$ cat config.mk
export PLATFORM = sky130hd
export DESIGN_NAME = page_walker
export DESIGN_NICKNAME = d
export VERILOG_FILES = /design/src/rtl/walker_pkg.sv /design/src/rtl/walker_ctrl.sv /design/src/rtl/walker_dp.sv /design/src/rtl/page_walker.sv
export SDC_FILE = /design/constraint.sdc
export NUM_CORES = 1
export LEC_CHECK = 0
export CORE_ASPECT_RATIO = 1.4
export CORE_MARGIN = 2
export CORE_UTILIZATION = 57
export DETAILED_ROUTE_END_ITERATION = 8
export DONT_BUFFER_PORTS = 1
export GPL_TIMING_DRIVEN = 0
export PLACE_DENSITY = 0.75
export SLEW_MARGIN = 40
export SYNTH_ARGS = -nofsm -noshare
export SYNTH_HDL_FRONTEND = slang
export SYNTH_HIERARCHICAL = 1
export SYNTH_SLANG_ARGS = --single-unit
$ cat constraint.sdc
create_clock -name clk -period 1.51 [get_ports clk]
set_input_delay 0 -clock clk [delete_from_list [all_inputs] [get_ports clk]]
set_output_delay 0 -clock clk [all_outputs]
set_load 0.01 [all_outputs]
$ cat src/rtl/walker_pkg.sv
package walker_pkg;
  localparam int VA_W      = 48;
  localparam int OFF_W     = 12;
  localparam int IDX_W     = 9;
  localparam int LEVELS    = 4;
  localparam int LVL_W     = $clog2(LEVELS);
  localparam int ENTRY_W   = 64;
  localparam int VALID_BIT = 0;
  localparam int DIRTY_BIT = 6;

  typedef struct packed {
    logic loadReq;
    logic issue;
    logic stepLevel;
    logic finishOk;
    logic finishFault;
  } walkStrobes_t;
endpackage

$ cat src/rtl/walker_ctrl.sv
module walker_ctrl
  import walker_pkg::*;
(
  input  logic         clk,
  input  logic         rst_n,
  input  logic         reqValid,
  input  logic         memRespValid,
  input  logic         entryValid,
  input  logic         lastLevel,
  output walkStrobes_t strobes,
  output logic         busy,
  output logic         memReqValid
);
  typedef enum logic [1:0] {ST_IDLE, ST_ISSUE, ST_WAIT} walkState_t;
  walkState_t stateQ, stateD;

  always_comb begin
    stateD  = stateQ;
    strobes = '0;
    unique case (stateQ)
      ST_IDLE: if (reqValid) begin
        strobes.loadReq = 1'b1;
        stateD = ST_ISSUE;
      end
      ST_ISSUE: begin
        strobes.issue = 1'b1;
        stateD = ST_WAIT;
      end
      ST_WAIT: if (memRespValid) begin
        if (!entryValid) begin
          strobes.finishFault = 1'b1;
          stateD = ST_IDLE;
        end else if (lastLevel) begin
          strobes.finishOk = 1'b1;
          stateD = ST_IDLE;
        end else begin
          strobes.stepLevel = 1'b1;
          stateD = ST_ISSUE;
        end
      end
      default: stateD = ST_IDLE;
    endcase
  end

  always_ff @(posedge clk or negedge rst_n) begin
    if (!rst_n) stateQ <= ST_IDLE;
    else        stateQ <= stateD;
  end

  assign busy        = (stateQ != ST_IDLE);
  assign memReqValid = strobes.issue;

  // one read strobe per outstanding read
  assert_single_strobe_R10: assert property (@(posedge clk) disable iff (!rst_n)
    memReqValid |=> !memReqValid);

  // a walk only begins in response to a request seen while idle
  assert_start_on_req_R9: assert property (@(posedge clk) disable iff (!rst_n)
    $rose(busy) |-> $past(reqValid));
endmodule

$ cat src/rtl/walker_dp.sv
module walker_dp
  import walker_pkg::*;
#(
  parameter int PA_W = 40
) (
  input  logic                  clk,
  input  logic                  rst_n,
  input  walkStrobes_t          strobes,
  input  logic [VA_W-1:0]       reqVaddr,
  input  logic [PA_W-1:0]       rootPtr,
  input  logic [ENTRY_W-1:0]    memRespData,
  output logic                  entryValid,
  output logic                  lastLevel,
  output logic [PA_W-1:0]       memReqAddr,
  output logic                  done,
  output logic                  fault,
  output logic [LVL_W:0]        faultLevel,
  output logic [PA_W-1:0]       paddr,
  output logic                  dirty
);
  localparam int FRAME_W = PA_W - OFF_W;

  logic [VA_W-1:0]    vaddrQ;
  logic [FRAME_W-1:0] baseQ;
  logic [LVL_W-1:0]   levelQ;
  logic [IDX_W-1:0]   idxArr [LEVELS];
  logic [IDX_W-1:0]   curIdx;
  logic [FRAME_W-1:0] respFrame;

  genvar g;
  generate
    for (g = 0; g < LEVELS; g++) begin : gen_idx
      assign idxArr[g] = vaddrQ[OFF_W + (LEVELS-1-g)*IDX_W +: IDX_W];
    end
  endgenerate

  assign curIdx     = idxArr[levelQ];
  assign respFrame  = memRespData[PA_W-1:OFF_W];
  assign entryValid = memRespData[VALID_BIT];
  assign lastLevel  = (levelQ == LVL_W'(LEVELS-1));
  assign memReqAddr = {baseQ, curIdx, 3'b000};

  logic unusedInputBits;
  assign unusedInputBits = ^{memRespData[ENTRY_W-1:PA_W], memRespData[OFF_W-1:DIRTY_BIT+1],
                             memRespData[DIRTY_BIT-1:VALID_BIT+1], rootPtr[OFF_W-1:0]};

  always_ff @(posedge clk or negedge rst_n) begin
    if (!rst_n) begin
      vaddrQ     <= '0;
      baseQ      <= '0;
      levelQ     <= '0;
      done       <= 1'b0;
      fault      <= 1'b0;
      faultLevel <= '0;
      paddr      <= '0;
      dirty      <= 1'b0;
    end else begin
      done <= strobes.finishOk | strobes.finishFault;
      if (strobes.loadReq) begin
        vaddrQ <= reqVaddr;
        baseQ  <= rootPtr[PA_W-1:OFF_W];
        levelQ <= '0;
      end
      if (strobes.stepLevel) begin
        baseQ  <= respFrame;
        levelQ <= levelQ + 1'b1;
      end
      if (strobes.finishOk) begin
        paddr      <= {respFrame, vaddrQ[OFF_W-1:0]};
        dirty      <= memRespData[DIRTY_BIT];
        fault      <= 1'b0;
        faultLevel <= '0;
      end
      if (strobes.finishFault) begin
        paddr      <= '0;
        dirty      <= 1'b0;
        fault      <= 1'b1;
        faultLevel <= {1'b0, levelQ} + 1'b1;
      end
    end
  end

  // completion is a single-cycle pulse
  assert_done_pulse_R8: assert property (@(posedge clk) disable iff (!rst_n)
    done |=> !done);

  // a reported fault names a level between 1 and 4
  assert_fault_level_R7: assert property (@(posedge clk) disable iff (!rst_n)
    fault |-> (faultLevel != 0 && faultLevel <= (LVL_W+1)'(LEVELS)));
endmodule

$ cat src/rtl/page_walker.sv
module page_walker
  import walker_pkg::*;
#(
  parameter int PA_W = 40
) (
  input  logic            clk,
  input  logic            rst_n,
  input  logic            reqValid,
  input  logic [47:0]     reqVaddr,
  input  logic [PA_W-1:0] rootPtr,
  output logic            busy,
  output logic            done,
  output logic            fault,
  output logic [2:0]      faultLevel,
  output logic [PA_W-1:0] paddr,
  output logic            dirty,
  output logic            memReqValid,
  output logic [PA_W-1:0] memReqAddr,
  input  logic            memRespValid,
  input  logic [63:0]     memRespData
);
  walkStrobes_t strobes;
  logic entryValid, lastLevel;

  walker_ctrl i_ctrl (
    .clk(clk), .rst_n(rst_n), .reqValid(reqValid), .memRespValid(memRespValid),
    .entryValid(entryValid), .lastLevel(lastLevel), .strobes(strobes),
    .busy(busy), .memReqValid(memReqValid)
  );

  walker_dp #(.PA_W(PA_W)) i_dp (
    .clk(clk), .rst_n(rst_n), .strobes(strobes), .reqVaddr(reqVaddr),
    .rootPtr(rootPtr), .memRespData(memRespData), .entryValid(entryValid),
    .lastLevel(lastLevel), .memReqAddr(memReqAddr), .done(done), .fault(fault),
    .faultLevel(faultLevel), .paddr(paddr), .dirty(dirty)
  );

  // done is only raised once the walker is idle again
  assert_done_idle_R8: assert property (@(posedge clk) disable iff (!rst_n)
    done |-> !busy);
endmodule

* Word-level counts from Yosys, hierarchy flattened
Index checks and enable logic that the tools add are counted.
** Word-level totals
- Bits in registers :: 126
- Input port bits :: 156
- Output and inout bits :: 88
- Word-level logic and storage cells :: 53
** Operators by class
- $add $sub $neg :: 2
- Order comparisons :: 1
- Eq/ne operators :: 5
- Muxes and demuxes :: 29
- Bitwise operators :: 2
- Reduce and logical (&&, ||, !) cells :: 5
** Operator list (count)
- two-way mux 40 bit :: 2
- two-way mux 28 bit :: 2
- binary-select mux 9 bit (select 2 bit) :: 1
- two-way mux 9 bit :: 2
- two-way mux 2 bit :: 6
- two-way mux 3 bit :: 4
- two-way mux 1 bit :: 11
- case mux 2 bit (3 select lines) :: 1
- nonzero test 2 bit :: 3
- equality test 2 bit (second input constant) :: 2
- inequality test 2 bit (second input constant) :: 2
- adder 2 x 1 -> 3 bit (second input constant) :: 1
- >= comparator 3 bit (second input constant) :: 1
- inverter 2 -> 3 bit :: 1
- adder 2 x 1 -> 2 bit (second input constant) :: 1
- equality test 2 x 1 -> 1 bit (second input constant) :: 1
- logical NOT 2 bit :: 1
- AND reduction 2 bit :: 1
- bitwise OR 1 bit :: 1

* Logic depth before layout (Yosys ltp)
- Word-level depth :: 7
- Mapped depth :: 7

* By module
The synthesis kept the hierarchy.
** Modules (own cells, without submodules)
- walker_dp :: instances 1, cells each 393, area each 5275.1 µm², sequential area each 3103.0 µm²
- walker_ctrl :: instances 1, cells each 17, area each 142.6 µm², sequential area each 50.0 µm²

* Worst setup path before layout
Ideal clock, no wire load.
- Path kind :: flip-flop to flip-flop
- Start point :: reg i_ctrl.stateQ[0]
- End point :: reg i_dp.baseQ[17]
- Library setup time :: 0.132 ns
- Arrival :: 1.399 ns
- Path slack :: -0.021 ns
- Stages on the path, launching flop included :: 8
- Buffers on the path :: 3
- Clock period less this slack :: 1.531 ns
- Path through :: dfrtp_1 > or2_1 > nor2_1 > buf_6 > buf_12 > buf_12 > mux2i_1 > o21ai_1
** RTL lines
- start, declared :: line walker_ctrl.sv:15 : walkState_t stateQ, stateD;
- start signal, assigned :: line walker_ctrl.sv:47 : else stateQ <= stateD;
- end signal, assigned :: line walker_dp.sv:61 : baseQ <= rootPtr[PA_W-1:OFF_W];
- end signal, assigned :: line walker_dp.sv:65 : baseQ <= respFrame;
- end, declared :: line walker_dp.sv:24 : logic [FRAME_W-1:0] baseQ;

==> flow_results.xml <==
<?xml version="1.0" encoding="UTF-8"?>
<metrics>
  <group name="finish">
    <metric name="final_design_area_no_fill" unit="mm²">0.007800</metric>
    <metric name="area_taken_by_flip_flops_and_latches" unit="mm²">0.003154</metric>
    <metric name="syn2layout_area_growth" unit="%">44.17</metric>
    <metric name="post_route_cells_drive_above_1_share" unit="%">26.75</metric>
    <metric name="multi_input_area" unit="mm²">0.002156</metric>
    <metric name="insertedDiodeCount" unit="">0</metric>
    <metric name="fillers" unit="">498</metric>
    <metric name="postLayoutCoreUtil" unit="%">83.39</metric>
    <metric name="nNetsFinal" unit="">716</metric>
  </group>
  <group name="global_route">
    <metric name="gr-total-overflow" unit="">0</metric>
    <metric name="grt_first_pass_wirelength" unit="mm">22.49</metric>
    <metric name="first_global_vias" unit="">4273</metric>
    <metric name="globalRouteTotalUtil" unit="%">29.08</metric>
    <metric name="initial_antenna_violation_count" unit="">0</metric>
    <metric name="grt_start_max_net_pins" unit="">127</metric>
  </group>
  <group name="synthesis">
    <metric name="synthesis.instances" unit="">409</metric>
    <metric name="number_of_warnings_printed_during_yosys_synthesis" unit="">6</metric>
    <metric name="synth_area_per_cell" unit="µm²">13.23</metric>
    <metric name="syn_area" unit="mm²">0.005410</metric>
  </group>
  <group name="timing">
    <metric name="fin_crit" unit="ns">1.674</metric>
    <metric name="fin_ws" unit="ns">-0.1641</metric>
    <metric name="clock-skew-final" unit="ns">0.01090</metric>
    <metric name="setup_viol" unit="">126</metric>
    <metric name="finalCritPeriodShare" unit="%">110.9</metric>
    <metric name="hold_viol_final" unit="">126</metric>
    <metric name="rsz0062_at_grt" unit="">true</metric>
    <metric name="fmax" unit="MHz">597.3</metric>
    <metric name="slew_violations" unit="">0</metric>
    <metric name="finalHoldWorstSlack" unit="ns">-0.7131</metric>
  </group>
  <group name="setup_path">
    <metric name="setup.worst_path.class" unit="">reg -&gt; reg</metric>
    <metric name="critPathArrivalTime" unit="ns">1.95</metric>
    <metric name="worstRegToRegCells" unit="">7</metric>
    <metric name="timing.reg2reg.setup_slack" unit="ns">-0.16</metric>
    <metric name="critical_path.reg2reg.endpoint" unit="">i_dp/paddr[17]$_DFFE_PN0P_</metric>
    <metric name="critical_path.startpoint" unit="">i_ctrl/stateQ[1]$_DFFE_PN0P_</metric>
    <metric name="data_required_critical_path" unit="ns">1.79</metric>
    <metric name="crit_path_max_fanout" unit="">10</metric>
    <metric name="startpoint_type" unit="">flip-flop</metric>
    <metric name="critPathCaptureType" unit="">flip-flop</metric>
    <metric name="critical_register_to_register_path_startpoint" unit="">i_ctrl/stateQ[1]$_DFFE_PN0P_</metric>
  </group>
  <group name="status">
    <metric name="outcome" unit="">finished with violations</metric>
    <metric name="failed_checks" unit="">negative hold slack, negative setup slack</metric>
  </group>
  <group name="placement">
    <metric name="post_placement_setup_slack" unit="ns">-0.4193</metric>
    <metric name="detailedPlacementHpwl" unit="mm">8.396</metric>
    <metric name="area_post_placement" unit="mm²">0.005560</metric>
    <metric name="finalWeightedCongestion" unit="">0.8019</metric>
    <metric name="io_buffers" unit="">0</metric>
  </group>
  <group name="clock_network">
    <metric name="worst_skew_pair.late_latency" unit="ns">0.41</metric>
    <metric name="cts-buffers-inserted" unit="">17</metric>
    <metric name="ctsLongestPathBuffers" unit="">2</metric>
    <metric name="clkSinkCount" unit="">126</metric>
    <metric name="cts-root-buf" unit="">sky130_fd_sc_hd__clkbuf_16</metric>
    <metric name="cts_tree" unit="">built</metric>
    <metric name="worst_setup_hold_path_clk_slew" unit="ns">0.05</metric>
    <metric name="cts.htree.levels" unit="">4</metric>
  </group>
  <group name="routing">
    <metric name="num_vias" unit="">3941</metric>
    <metric name="drt-total-wl" unit="mm">15.38</metric>
    <metric name="ant_nets" unit="">0</metric>
    <metric name="drtIter0Drc" unit="">207</metric>
    <metric name="via_per_inst" unit="">5.779</metric>
    <metric name="drt-pass1-iter-count" unit="">5</metric>
    <metric name="post-route-drc-count" unit="">0</metric>
    <metric name="detail_route.wl_per_cell" unit="µm">22.55</metric>
  </group>
  <group name="die">
    <metric name="die_area" unit="mm²">0.01030</metric>
    <metric name="floorplan.core_area" unit="mm²">0.009354</metric>
    <metric name="std_cell_rows" unit="">42</metric>
    <metric name="die_y" unit="µm">119.3</metric>
    <metric name="top_level_ports" unit="">244</metric>
    <metric name="initial_utilization" unit="%">57.84</metric>
    <metric name="die_w" unit="µm">86.34</metric>
  </group>
  <group name="pwr">
    <metric name="power-per-cell-area" unit="mW/mm²">1781</metric>
    <metric name="vdd_drop_max" unit="V">0.001004</metric>
    <metric name="total_leakage_power" unit="nW">3.409</metric>
  </group>
  <group name="flow_run">
    <metric name="cap_viol_max_count" unit="">0</metric>
  </group>
  <group name="worst_hold_path">
    <metric name="holdCritPathClass" unit="">in -&gt; async</metric>
  </group>
</metrics>
[flip-flops by register name (all words and copies together), names as in the netlist]
name	flops
i_dp/faultLevel	3
i_dp/dirty	1
i_dp/baseQ	28
i_ctrl/stateQ	2
i_dp/paddr	40
i_dp/levelQ	2
i_dp/fault	1
i_dp/vaddrQ	48
i_dp/done	1
[through the flow]
step                      power (mW)  TNS, ns  std cells
after floorplan                7.722        0        411
final                          13.89   -10.13        682
after detailed placement       8.429   -21.25        521
after global routing           14.48   -17.71        682
after global placement         8.245   -18.35        521
after CTS                      13.33   -4.244        675
[critical path, stage by stage (launching register included)]
cell                       delay [ns]
sky130_fd_sc_hd__dfrtp_1         0.39
sky130_fd_sc_hd__buf_6           0.12
sky130_fd_sc_hd__nand3b_1        0.16
sky130_fd_sc_hd__nor2_1          0.18
sky130_fd_sc_hd__buf_6           0.21
sky130_fd_sc_hd__buf_12          0.17
sky130_fd_sc_hd__mux2i_1         0.24
sky130_fd_sc_hd__nor2_1          0.08
[area by class of cell]
| cell class | instances | share of cell area, % |
|---|---|---|
| flip-flops and latches | 126 | 40.44 |
| multi-input cells | 250 | 27.64 |
| repair buffers | 130 | 17.47 |
| clock buffers | 22 | 5.951 |
| plain buffers | 30 | 4.475 |
| clock inverters | 10 | 2.069 |
| well taps | 110 | 1.765 |
| inverters | 4 | 0.1925 |
[metal layers]
| layer | part of all wire (%) | global-route usage (%) |
|---|---|---|
| met1 | 36 | 31.39 |
| met2 | 55 | 50.77 |
| met3 | 6.6 | 10.26 |
| met4 | 2.2 | 12.11 |
| met5 | 0 | 0 |
[placed cells by master (no fill, tap or decap), drive strengths merged]
| cell type | count |
|---|---|
| mux4 | 9 |
| nor2b | 1 |
| buf | 46 |
| nor3b | 3 |
| nand2b | 2 |
| bufinv | 4 |
| mux2 | 48 |
| nand2 | 30 |
| nand4b | 1 |
| o21ai | 29 |
| dlygate4sd3 | 108 |
| a22o | 3 |
| nand3b | 1 |
| clkinv | 3 |
| inv | 4 |
| or2 | 2 |
| conb | 3 |
| clkbuf | 28 |
| mux2i | 69 |
| ha | 1 |
| a21o | 2 |
| clkinvlp | 3 |
| dfrtp | 126 |
| nor2 | 45 |
| a21oi | 1 |
[worst max-delay path by stage]
stage	to	cells past startpoint
finish	i_dp/paddr[17]$_DFFE_PN0P_	7
global route	i_dp/paddr[17]$_DFFE_PN0P_	7
CTS	i_dp/vaddrQ[1]$_DFFE_PN0P_	6
detailed placement	i_dp/baseQ[19]$_DFFE_PN0P_	6
global placement	i_dp/baseQ[22]$_DFFE_PN0P_	6
floorplan	i_dp/baseQ[17]$_DFFE_PN0P_	6
[where the power goes]
group | internal (mW) | total [mW] | leakage, nW | switching [mW]
logic | 2.38 | 4.02 | 1.53 | 1.63
clock network | 2.85 | 4.29 | 0.296 | 1.44
registers | 4.54 | 5.59 | 1.58 | 1.05
total | 9.77 | 13.9 | 3.41 | 4.13
[repair_timing]
item                                    4_1_cts  5_1_grt
endpoints found under the hold margin       233      127
gates cloned                                  1        3
pin swaps                                     4        6
gates resized for setup                      43       43
buffers inserted                             15        3
hold buffers                                107        1
endpoints found under the setup margin      127      133
Note: power is estimated with default switching activity, not from simulation.
